[src/rtl/scl_tgen_pkg.sv]
package scl_tgen_pkg;
  typedef enum logic [1:0] {
    PH_IDLE = 2'd0,
    PH_LOW  = 2'd1,
    PH_HIGH = 2'd2
  } phase_e;

  localparam int unsigned NUM_SPANS  = 4;
  localparam int unsigned SPAN_HIGH  = 0;
  localparam int unsigned SPAN_LOW   = 1;
  localparam int unsigned SPAN_SETUP = 2;
  localparam int unsigned SPAN_HOLD  = 3;
endpackage

[src/rtl/scl_span_calc.sv]
module scl_span_calc #(
  parameter int unsigned MUL_W = 5,
  parameter int unsigned SPK_W = 3,
  parameter int unsigned X_W   = 10,
  parameter int unsigned CNT_W = 18
) (
  input  logic             clk_i,
  input  logic             rst_ni,
  input  logic [MUL_W-1:0] mult_i,
  input  logic [SPK_W-1:0] spike_i,
  input  logic [X_W-1:0]   x_i,
  output logic [CNT_W-1:0] span_o
);
  localparam int unsigned SUM_W = X_W + 2;

  logic [SUM_W-1:0] sum_d;
  logic [MUL_W:0]   scale_d;
  logic [CNT_W-1:0] span_d;

  // span = 2 + (2 + spike + x) * (mult + 1)
  assign sum_d   = SUM_W'(2) + SUM_W'(spike_i) + SUM_W'(x_i);
  assign scale_d = (MUL_W+1)'(mult_i) + (MUL_W+1)'(1);
  assign span_d  = CNT_W'(sum_d) * CNT_W'(scale_d) + CNT_W'(2);

  always_ff @(posedge clk_i or negedge rst_ni) begin
    if (!rst_ni) span_o <= CNT_W'(4);
    else         span_o <= span_d;
  end
endmodule

[src/rtl/scl_spike_filter.sv]
module scl_spike_filter #(
  parameter int unsigned W_W = 9
) (
  input  logic           clk_i,
  input  logic           rst_ni,
  input  logic           d_i,
  input  logic [W_W-1:0] width_i,
  output logic           q_o
);
  logic [1:0]     sync_q;
  logic [W_W-1:0] cnt_q;

  always_ff @(posedge clk_i or negedge rst_ni) begin
    if (!rst_ni) begin
      sync_q <= 2'b11;
      cnt_q  <= '0;
      q_o    <= 1'b1;
    end else begin
      sync_q <= {sync_q[0], d_i};
      if (sync_q[1] == q_o) begin
        cnt_q <= '0;
      end else if (cnt_q >= width_i) begin
        // differing level outlasted the glitch width
        q_o   <= sync_q[1];
        cnt_q <= '0;
      end else begin
        cnt_q <= cnt_q + W_W'(1);
      end
    end
  end
endmodule

[src/rtl/scl_phase_fsm.sv]
module scl_phase_fsm
  import scl_tgen_pkg::*;
#(
  parameter int unsigned CNT_W = 18
) (
  input  logic             clk_i,
  input  logic             rst_ni,
  input  logic             run_i,
  input  logic             scl_seen_i,
  input  logic [CNT_W-1:0] hi_span_i,
  input  logic [CNT_W-1:0] lo_span_i,
  input  logic [CNT_W-1:0] su_span_i,
  input  logic [CNT_W-1:0] hd_span_i,
  output logic             scl_o,
  output logic             sda_chg_o,
  output logic             scl_rel_o
);
  localparam int unsigned E_W = CNT_W + 1;

  phase_e         ph_q, ph_d;
  logic [E_W-1:0] el_q, el_d;
  logic [E_W-1:0] pair_len, lo_len, hi_len, hd_len;
  logic           scl_q;
  logic           lo_end, hi_go, hi_end;

  // low phase must cover hold plus setup as well as its own span
  assign pair_len = E_W'(hd_span_i) + E_W'(su_span_i);
  assign lo_len   = (pair_len > E_W'(lo_span_i)) ? pair_len : E_W'(lo_span_i);
  assign hi_len   = E_W'(hi_span_i);
  assign hd_len   = E_W'(hd_span_i);

  assign lo_end = (ph_q == PH_LOW) && (el_q == lo_len - E_W'(1));
  // high count waits for the line to be seen high (clock stretch)
  assign hi_go  = (ph_q == PH_HIGH) && ((el_q != '0) || scl_seen_i);
  assign hi_end = hi_go && (el_q == hi_len - E_W'(1));

  always_comb begin
    ph_d = ph_q;
    el_d = el_q;
    case (ph_q)
      PH_IDLE: begin
        if (run_i) begin
          ph_d = PH_LOW;
          el_d = '0;
        end
      end
      PH_LOW: begin
        if (lo_end) begin
          ph_d = PH_HIGH;
          el_d = '0;
        end else begin
          el_d = el_q + E_W'(1);
        end
      end
      PH_HIGH: begin
        if (hi_end) begin
          ph_d = run_i ? PH_LOW : PH_IDLE;
          el_d = '0;
        end else if (hi_go) begin
          el_d = el_q + E_W'(1);
        end
      end
      default: begin
        ph_d = PH_IDLE;
        el_d = '0;
      end
    endcase
  end

  always_ff @(posedge clk_i or negedge rst_ni) begin
    if (!rst_ni) begin
      ph_q  <= PH_IDLE;
      el_q  <= '0;
      scl_q <= 1'b1;
    end else begin
      ph_q  <= ph_d;
      el_q  <= el_d;
      scl_q <= (ph_d != PH_LOW);
    end
  end

  assign scl_o     = scl_q;
  assign sda_chg_o = (ph_q == PH_LOW) && (el_q == hd_len);
  assign scl_rel_o = lo_end;
endmodule

[src/rtl/scl_timing_gen.sv]
module scl_timing_gen
  import scl_tgen_pkg::*;
#(
  parameter int unsigned MUL_W = 5,
  parameter int unsigned SPK_W = 3,
  parameter int unsigned HI_W  = 9,
  parameter int unsigned SU_W  = 5,
  parameter int unsigned HD_W  = 5
) (
  input  logic             clk_i,
  input  logic             rst_ni,
  input  logic             run_i,
  input  logic [MUL_W-1:0] mult_i,
  input  logic [SPK_W-1:0] spike_i,
  input  logic [HI_W-1:0]  high_i,
  input  logic             ratio2_i,
  input  logic [SU_W-1:0]  setup_i,
  input  logic [HD_W-1:0]  hold_i,
  input  logic             scl_i,
  input  logic             sda_i,
  output logic             scl_o,
  output logic             scl_filt_o,
  output logic             sda_filt_o,
  output logic             sda_chg_o,
  output logic             scl_rel_o
);
  localparam int unsigned X_W   = HI_W + 1;
  localparam int unsigned CNT_W = X_W + MUL_W + 3;
  localparam int unsigned FW_W  = SPK_W + MUL_W + 1;

  logic [X_W-1:0]   span_x [NUM_SPANS];
  logic [CNT_W-1:0] span_q [NUM_SPANS];
  logic [FW_W-1:0]  flt_w_d, flt_w_q;
  logic [1:0]       line_raw, line_flt;

  always_comb begin
    span_x[SPAN_HIGH]  = X_W'(high_i);
    span_x[SPAN_LOW]   = ratio2_i ? {high_i, 1'b0} : X_W'(high_i);
    span_x[SPAN_SETUP] = X_W'(setup_i);
    span_x[SPAN_HOLD]  = X_W'(hold_i);
  end

  for (genvar g = 0; g < NUM_SPANS; g++) begin : g_span
    scl_span_calc #(
      .MUL_W(MUL_W),
      .SPK_W(SPK_W),
      .X_W  (X_W),
      .CNT_W(CNT_W)
    ) u_span (
      .clk_i  (clk_i),
      .rst_ni (rst_ni),
      .mult_i (mult_i),
      .spike_i(spike_i),
      .x_i    (span_x[g]),
      .span_o (span_q[g])
    );
  end

  assign flt_w_d = FW_W'(spike_i) * (FW_W'(mult_i) + FW_W'(1));

  always_ff @(posedge clk_i or negedge rst_ni) begin
    if (!rst_ni) flt_w_q <= '0;
    else         flt_w_q <= flt_w_d;
  end

  assign line_raw = {sda_i, scl_i};

  for (genvar g = 0; g < 2; g++) begin : g_flt
    scl_spike_filter #(
      .W_W(FW_W)
    ) u_flt (
      .clk_i  (clk_i),
      .rst_ni (rst_ni),
      .d_i    (line_raw[g]),
      .width_i(flt_w_q),
      .q_o    (line_flt[g])
    );
  end

  assign scl_filt_o = line_flt[0];
  assign sda_filt_o = line_flt[1];

  scl_phase_fsm #(
    .CNT_W(CNT_W)
  ) u_fsm (
    .clk_i     (clk_i),
    .rst_ni    (rst_ni),
    .run_i     (run_i),
    .scl_seen_i(line_flt[0]),
    .hi_span_i (span_q[SPAN_HIGH]),
    .lo_span_i (span_q[SPAN_LOW]),
    .su_span_i (span_q[SPAN_SETUP]),
    .hd_span_i (span_q[SPAN_HOLD]),
    .scl_o     (scl_o),
    .sda_chg_o (sda_chg_o),
    .scl_rel_o (scl_rel_o)
  );
endmodule

[config.mk]
export PLATFORM = sky130hd
export DESIGN_NAME = scl_timing_gen
export DESIGN_NICKNAME = d
export VERILOG_FILES = /design/src/rtl/scl_tgen_pkg.sv /design/src/rtl/scl_span_calc.sv /design/src/rtl/scl_spike_filter.sv /design/src/rtl/scl_phase_fsm.sv /design/src/rtl/scl_timing_gen.sv
export SDC_FILE = /design/constraint.sdc
export NUM_CORES = 1
export LEC_CHECK = 0
export ABC_AREA = 1
export CAP_MARGIN = 30
export CORE_MARGIN = 2
export CORE_UTILIZATION = 71
export CTS_CLUSTER_SIZE = 40
export DETAILED_ROUTE_END_ITERATION = 7
export PLACE_DENSITY = 0.95
export SYNTH_ARGS = -nofsm -noshare
export SYNTH_HDL_FRONTEND = slang
export SYNTH_HIERARCHICAL = 1
export SYNTH_SLANG_ARGS = --single-unit
[constraint.sdc]
create_clock -name clk_i -period 10.05 [get_ports clk_i]
set_input_delay 1.005 -clock clk_i [delete_from_list [all_inputs] [get_ports clk_i]]
set_output_delay 1.005 -clock clk_i [all_outputs]
set_load 0.02 [all_outputs]
==> impl_metrics.ini, run 1 <==
[logic_synthesis]
netlist.area_leader.share = 0.1611
synth_most_common_cell = nand2_1
syn_area_sq_mm = 0.02013
async_flop_share = 1.000
syn_area_per_cell_sq_um = 6.903
synth_ff_type = dfrtp_1
yosysWarnings = 6
synth_cells = 2916
synth_cell_types = 54
synth-edff-count = 0
ys_seq_area_frac = 0.1586
synth.area.top_cells = fa_1 16%, dfrtp_1 14%, nand2_1 13%
synthDominantAreaCellType = fa_1
synth_common_cells = 719 x nand2_1, 586 x inv_1, 365 x nor2_1
synth.ff_latch_count = 127

[clocking]
ctsResizeCount = 0
cts.clk_slew.worst_paths_ps = 60
clock_latency_ps = 430
cts_root_buf = clkbuf_16
cts_buffers = 17
clock_path_buffers = 2
cts_tree = yes
cts_max_level = 4
ctsHoldBuffers = 0
cts.sinks = 127
cts_setup_buffers = 0

[power]
ir_worst_vdd_mv = 0.3380
power_leakage_nw = 12.25
power_density_mw_per_mm2 = 351.6
p_total_mw = 7.587

[route]
drc_errors = 0
wl_per_cell_microns = 16.88
antenna_left = 0
drt-initial-drc-count = 1780
viasPerCell = 5.696
dr.pass1.iters = 6
wirelength_mm = 56.95
vias = 19210

[setup_path]
critical-path-slowest-cell = clkdlybuf4s50_1
crit_path_frequent_cell = nand2_1
required_ps = 9050
cp_max_fo = 33
critPathMaxStageDelay_ps = 630
timing.rr.end = u_fsm/el_q[17]$_DFFE_PN0P_
r2r_slack_ps = 4220
critPathLaunchType = flip-flop
arrival_ps = 6440
critPathKind = reg2out
endpoint_kind = output pin
worstRegToRegCells = 35
r2r_start = g_span[3].u_span/span_o[2]$_DFF_PN1_

[sta]
finalHoldViolations = 0
setup_violations = 0
slew_viol_final = 0
tns_ps = 0
max_freq_mhz = 134.2
max-slew-margin-rel = 0.3442
worst_pin_slew_ps = 976.7
fin_skew_ps = 17.74
min_period_over_period = 0.7412
grt_setup_unrepaired = no
period_needed_ps = 7449

[hold_path]
min_path_type = reg2reg
hold_depth = 0
min-delay-start = g_flt[1].u_flt/sync_q[0]$_DFF_PN1_
whs_endpoint = g_flt[1].u_flt/sync_q[1]$_DFF_PN1_

[global_route]
met2_usage = 0.6692
antenna_found_initial = 1
grt_pass1_vias = 19040
top_usage_layer = met2
grt-ovfl-total = 0
grtUsageMet3 = 0.06638
grt_pass1_wl_mm = 92.74
grt_max_degree = 78
grtUsageMet1 = 0.4964
track_usage = 0.3992

[die]
num_rows = 61
die_h_microns = 172.4
coreArea_sq_mm = 0.02786
die_w_microns = 172.4
num_io_pins = 38
dieArea_sq_mm = 0.02972
initial_core_util = 0.7226

[cells_and_area]
layout.nets = 3381
seqCellArea_sq_mm = 0.003192
fillers = 1957
utilization = 0.7746
design_area_sq_mm = 0.02158
multiInputGateArea_sq_mm = 0.01467
drive_above_1_share = 0.05611
area_growth_syn_to_layout_pct = 7.197

[place]
portBuffers = 37
gp_congestion = 0.9965
dp_hpwl_mm = 46.91
place_area_sq_mm = 0.02096

[flow_run]
drv_cap = 0

[status]
status = finished clean
## cells in the final DEF (no fill, tap or decap), types with 4 or more instances in the layout
master / netlist / routed
a21o_1: 8 / 8
a21oi_1: 76 / 76
clkbuf_16: 0 / 17
clkdlybuf4s50_1: 0 / 35
conb_1: 1 / 34
dfrtp_1: 116 / 116
dfstp_2: 11 / 11
fa_1: 162 / 162
ha_1: 205 / 205
inv_1: 586 / 586
inv_2: 7 / 7
nand2_1: 719 / 719
nand2_2: 38 / 38
nand2_4: 7 / 7
nand3_1: 230 / 230
nand3_2: 10 / 10
nand3b_1: 17 / 17
nand4_1: 46 / 46
nor2_1: 365 / 365
nor2_2: 18 / 18
nor2_4: 9 / 9
nor3_1: 39 / 39
nor4_1: 9 / 9
o21ai_0: 21 / 21
o22ai_1: 4 / 4
or2_2: 12 / 12
xnor2_1: 26 / 26
xor2_1: 104 / 104
## where the power goes
| part | internal, mW | total, mW | leakage, nW | switching (mW) |
|---|---|---|---|---|
| combinational | 1.99 | 6.12 | 10.4 | 4.13 |
| sequential | 0.683 | 0.819 | 1.60 | 0.135 |
| clock | 0.404 | 0.646 | 0.293 | 0.242 |
| total | 3.07 | 7.59 | 12.3 | 4.51 |
## registers in the layout (all words and copies together), names as in the netlist
name and count:
u_fsm/scl_o 1, g_flt.u_flt/cnt_q 18, u_fsm/ph_q 2, g_flt.u_flt/sync_q 4, u_fsm/el_q 19, g_flt.u_flt/q_o 2, flt_w_q 9, g_span.u_span/span_o 72
## worst max-delay path: cells and delay by family (launching register included)
kind | cells | cell delay, ps
AOI/OAI and AO/OA | 4 | 750
xor gates and xnor gates | 1 | 110
adders and majority gates | 3 | 840
buffers and inverters | 1 | 630
DFF | 1 | 540
and+or+nand+nor | 21 | 3180
## area by class of cell
type / instances / area share
diodes: 1 / 0.0001160
clock buffers: 20 / 0.02116
clock inverters: 12 / 0.007306
inverters: 596 / 0.1037
multi-input cells: 2199 / 0.6799
flip-flops and latches: 127 / 0.1479
well taps: 378 / 0.02192
repair buffers: 40 / 0.01803
## per-stage QoR
| stage | hold slack (ps) | cells | setup slack, ps |
|---|---|---|---|
| 2_1_floorplan | 345.2 | 2949 | 4729 |
| 5_1_grt | 364.4 | 3372 | 2032 |
| 4_1_cts | 360.7 | 3372 | 2670 |
| 3_3_place_gp | 346.1 | 3339 | 3332 |
| 6_report | 358.5 | 3373 | 2601 |
| 3_5_place_dp | 347.6 | 3340 | 3145 |
## worst max path at each step
stage	startpoint	end	slack [ps]
floorplan	g_span[3].u_span/span_o[0]$_DFF_PN0_	scl_rel_o	4730
global placement	g_span[3].u_span/span_o[2]$_DFF_PN1_	scl_rel_o	3330
detailed placement	g_span[3].u_span/span_o[2]$_DFF_PN1_	scl_rel_o	3150
CTS	g_span[3].u_span/span_o[2]$_DFF_PN1_	scl_rel_o	2670
global route	g_span[3].u_span/span_o[2]$_DFF_PN1_	scl_rel_o	2030
finish	g_span[3].u_span/span_o[2]$_DFF_PN1_	scl_rel_o	2600
## routing by layer
metal  wire length (microns)  part of all wire
met1                   22720              0.40
met2                   26170              0.46
met3                    4820             0.085
met4                    3237             0.057
met5                       0                 0
## logic make-up (layout without fill, tap and decap cells)
| group | after synthesis | count (layout) | share of synthesized area |
|---|---|---|---|
| other | 1 | 35 | 0.0001863 |
| buffers and inverters | 623 | 668 | 0.1188 |
| XOR/XNOR | 134 | 134 | 0.06010 |
| AND/OR/NAND/NOR | 1530 | 1530 | 0.3334 |
| adder cells (fa/ha/maj) | 367 | 367 | 0.2885 |
| flip-flops | 127 | 127 | 0.1586 |
| AO/OA/AOI/OAI | 134 | 134 | 0.04046 |
Power figures use the tool's default switching activity.
==> run 2: changes to the inputs <==
--- a/config.mk
+++ b/config.mk
@@ -8,10 +8,10 @@
 export ABC_AREA = 1
 export CAP_MARGIN = 30
 export CORE_MARGIN = 2
-export CORE_UTILIZATION = 71
+export CORE_UTILIZATION = 66
 export CTS_CLUSTER_SIZE = 40
 export DETAILED_ROUTE_END_ITERATION = 7
-export PLACE_DENSITY = 0.95
+export PLACE_DENSITY = 0.94
 export SYNTH_ARGS = -nofsm -noshare
 export SYNTH_HDL_FRONTEND = slang
 export SYNTH_HIERARCHICAL = 1
==> constraint.sdc (replaced) <==
create_clock -name clk_i -period 7.4 [get_ports clk_i]
set_input_delay 0.74 -clock clk_i [delete_from_list [all_inputs] [get_ports clk_i]]
set_output_delay 0.74 -clock clk_i [all_outputs]
set_load 0.02 [all_outputs]
==> impl_metrics.ini, run 2 (synthesis results as in run 1) <==
[setup_path]
critPathKind = reg2out
critical-path-slowest-cell = clkdlybuf4s50_1
timing.rr.end = u_fsm/el_q[1]$_DFFE_PN0P_
cp_max_fo = 33
worstRegToRegCells = 36
critPathLaunchType = flip-flop
endpoint_kind = output pin
r2r_slack_ps = 1790
crit_path_frequent_cell = nand2_1
r2r_start = g_span[3].u_span/span_o[5]$_DFF_PN0_
required_ps = 6660
critPathMaxStageDelay_ps = 620
arrival_ps = 6200

[sta]
fin_skew_ps = 17.40
max_freq_mhz = 144.0
finalHoldViolations = 0
max-slew-margin-rel = 0.3526
min_period_over_period = 0.9382
worst_pin_slew_ps = 968.1
hold_slack_ps = 345.6
slew_viol_final = 0
setup_violations = 0
period_needed_ps = 6942
tns_ps = 0
grt_setup_unrepaired = no

[route]
drc_errors = 4
antenna_left = 0
vias = 19310
viasPerCell = 5.701
wirelength_mm = 54.24
drt-initial-drc-count = 1972
dr.pass1.iters = 8
wl_per_cell_microns = 16.02

[die]
coreArea_sq_mm = 0.02987
num_io_pins = 38
initial_core_util = 0.6738
dieArea_sq_mm = 0.03191
die_h_microns = 178.6
die_w_microns = 178.6
num_rows = 63

[cells_and_area]
final_cell_mix = 719 x nand2_1, 586 x inv_1, 365 x nor2_1, 230 x nand3_1, 205 x ha_1
drive_above_1_share = 0.05674
area_growth_syn_to_layout_pct = 7.266
layout.nets = 3383
final_common_cell = nand2_1
largest_register = g_span.u_span/span_o
largest_reg_flops = 72
reg_top3 = g_span.u_span/span_o (72), u_fsm/el_q (19), g_flt.u_flt/cnt_q (18)
fillers = 2219

[clocking]
clock_path_buffers = 2
cts_buffers = 17
clock_latency_ps = 440
cts_tree = yes
cts.sinks = 127
cts_root_buf = clkbuf_16
cts.clk_slew.worst_paths_ps = 70
cts_max_level = 4
cts_setup_buffers = 0
ctsHoldBuffers = 0

[hold_path]
whs_endpoint = g_flt[1].u_flt/sync_q[1]$_DFF_PN1_
min-delay-start = g_flt[1].u_flt/sync_q[0]$_DFF_PN1_
hold_depth = 0
min_path_type = reg2reg

[status]
violations = design-rule violations
status = complete, but fails checks

[global_route]
track_usage = 0.3535
grt_pass1_vias = 19060
antenna_found_initial = 2
grt-ovfl-total = 0
grt_pass1_wl_mm = 89.49
grt_max_degree = 73

[power]
power_density_mw_per_mm2 = 468.7
power_leakage_nw = 12.25
ir_worst_vdd_mv = 0.4959

[place]
portBuffers = 37
gp_congestion = 1.029
dp_hpwl_mm = 44.03

[flow_run]
drv_cap = 0
[run 2: cell type report]
type	count	area [sq um]	area share
inverters	596	2237	0.1036
repair buffers	42	404.1	0.01872
flip-flops and latches	127	3192	0.1478
clock inverters	14	160.2	0.007417
clock buffers	18	429.2	0.01987
well taps	390	488.0	0.02260
diodes	1	2.502	0.0001159
multi-input cells	2199	14680	0.6799
[run 2: power breakdown]
part | leakage [nW] | total [mW] | internal [mW] | switching (mW)
sequential | 1.60 | 1.13 | 0.927 | 0.202
combinational | 10.4 | 8.15 | 2.70 | 5.45
clock | 0.279 | 0.841 | 0.501 | 0.340
[run 2: per-layer routing]
metal	track usage	vias to the layer above	wire length, microns
li1	-	9083	-
met1	0.4272	8922	20820
met2	0.5991	1045	25640
met3	0.06777	258	4742
met4	0.1843	0	3040
met5	0	-	0
[run 2: worst max-delay path, delay by kind of cell, from the launching register on]
family                     cells  cell delay (ps)
and+or+nand+nor               17             2420
buffers and inverters          4             1000
adders and majority gates      3              880
AOI/OAI and AO/OA              4              740
DFF                            1              420
xor gates and xnor gates       1              310
[run 2: how the worst max path moves through the flow]
stage                                              start        end  slack (ps)  cells past startpoint
floorplan           g_span[3].u_span/span_o[0]$_DFF_PN0_  scl_rel_o        2340                     36
global placement    g_span[3].u_span/span_o[7]$_DFF_PN0_  scl_rel_o        1200                     29
detailed placement  g_span[3].u_span/span_o[2]$_DFF_PN1_  scl_rel_o        1010                     29
CTS                 g_span[3].u_span/span_o[7]$_DFF_PN0_  scl_rel_o         470                     29
global route        g_span[3].u_span/span_o[2]$_DFF_PN1_  scl_rel_o           6                     29
finish              g_span[3].u_span/span_o[5]$_DFF_PN0_  scl_rel_o         460                     29
[run 2: timing repair]
item | CTS | global route
endpoints found under the hold margin | 0 | 0
setup endpoints to repair | 0 | 1
resized for setup | 0 | 1
[run 2: through the flow]
step / power [mW] / instance area, sq um / utilization / setup WS [ps] / instances
after floorplan: 7.242 / 20250 / - / 2344 / 2949
after global placement: 8.639 / 20980 / 0.7023 / 1202 / 3353
after detailed placement: 8.945 / 20990 / 0.7027 / 1013 / 3354
after CTS: 9.892 / 21580 / 0.7224 / 467.0 / 3386
after global routing: 11.12 / 21590 / 0.7227 / 5.769 / 3386
final: 10.12 / 21590 / 0.7228 / 457.6 / 3387
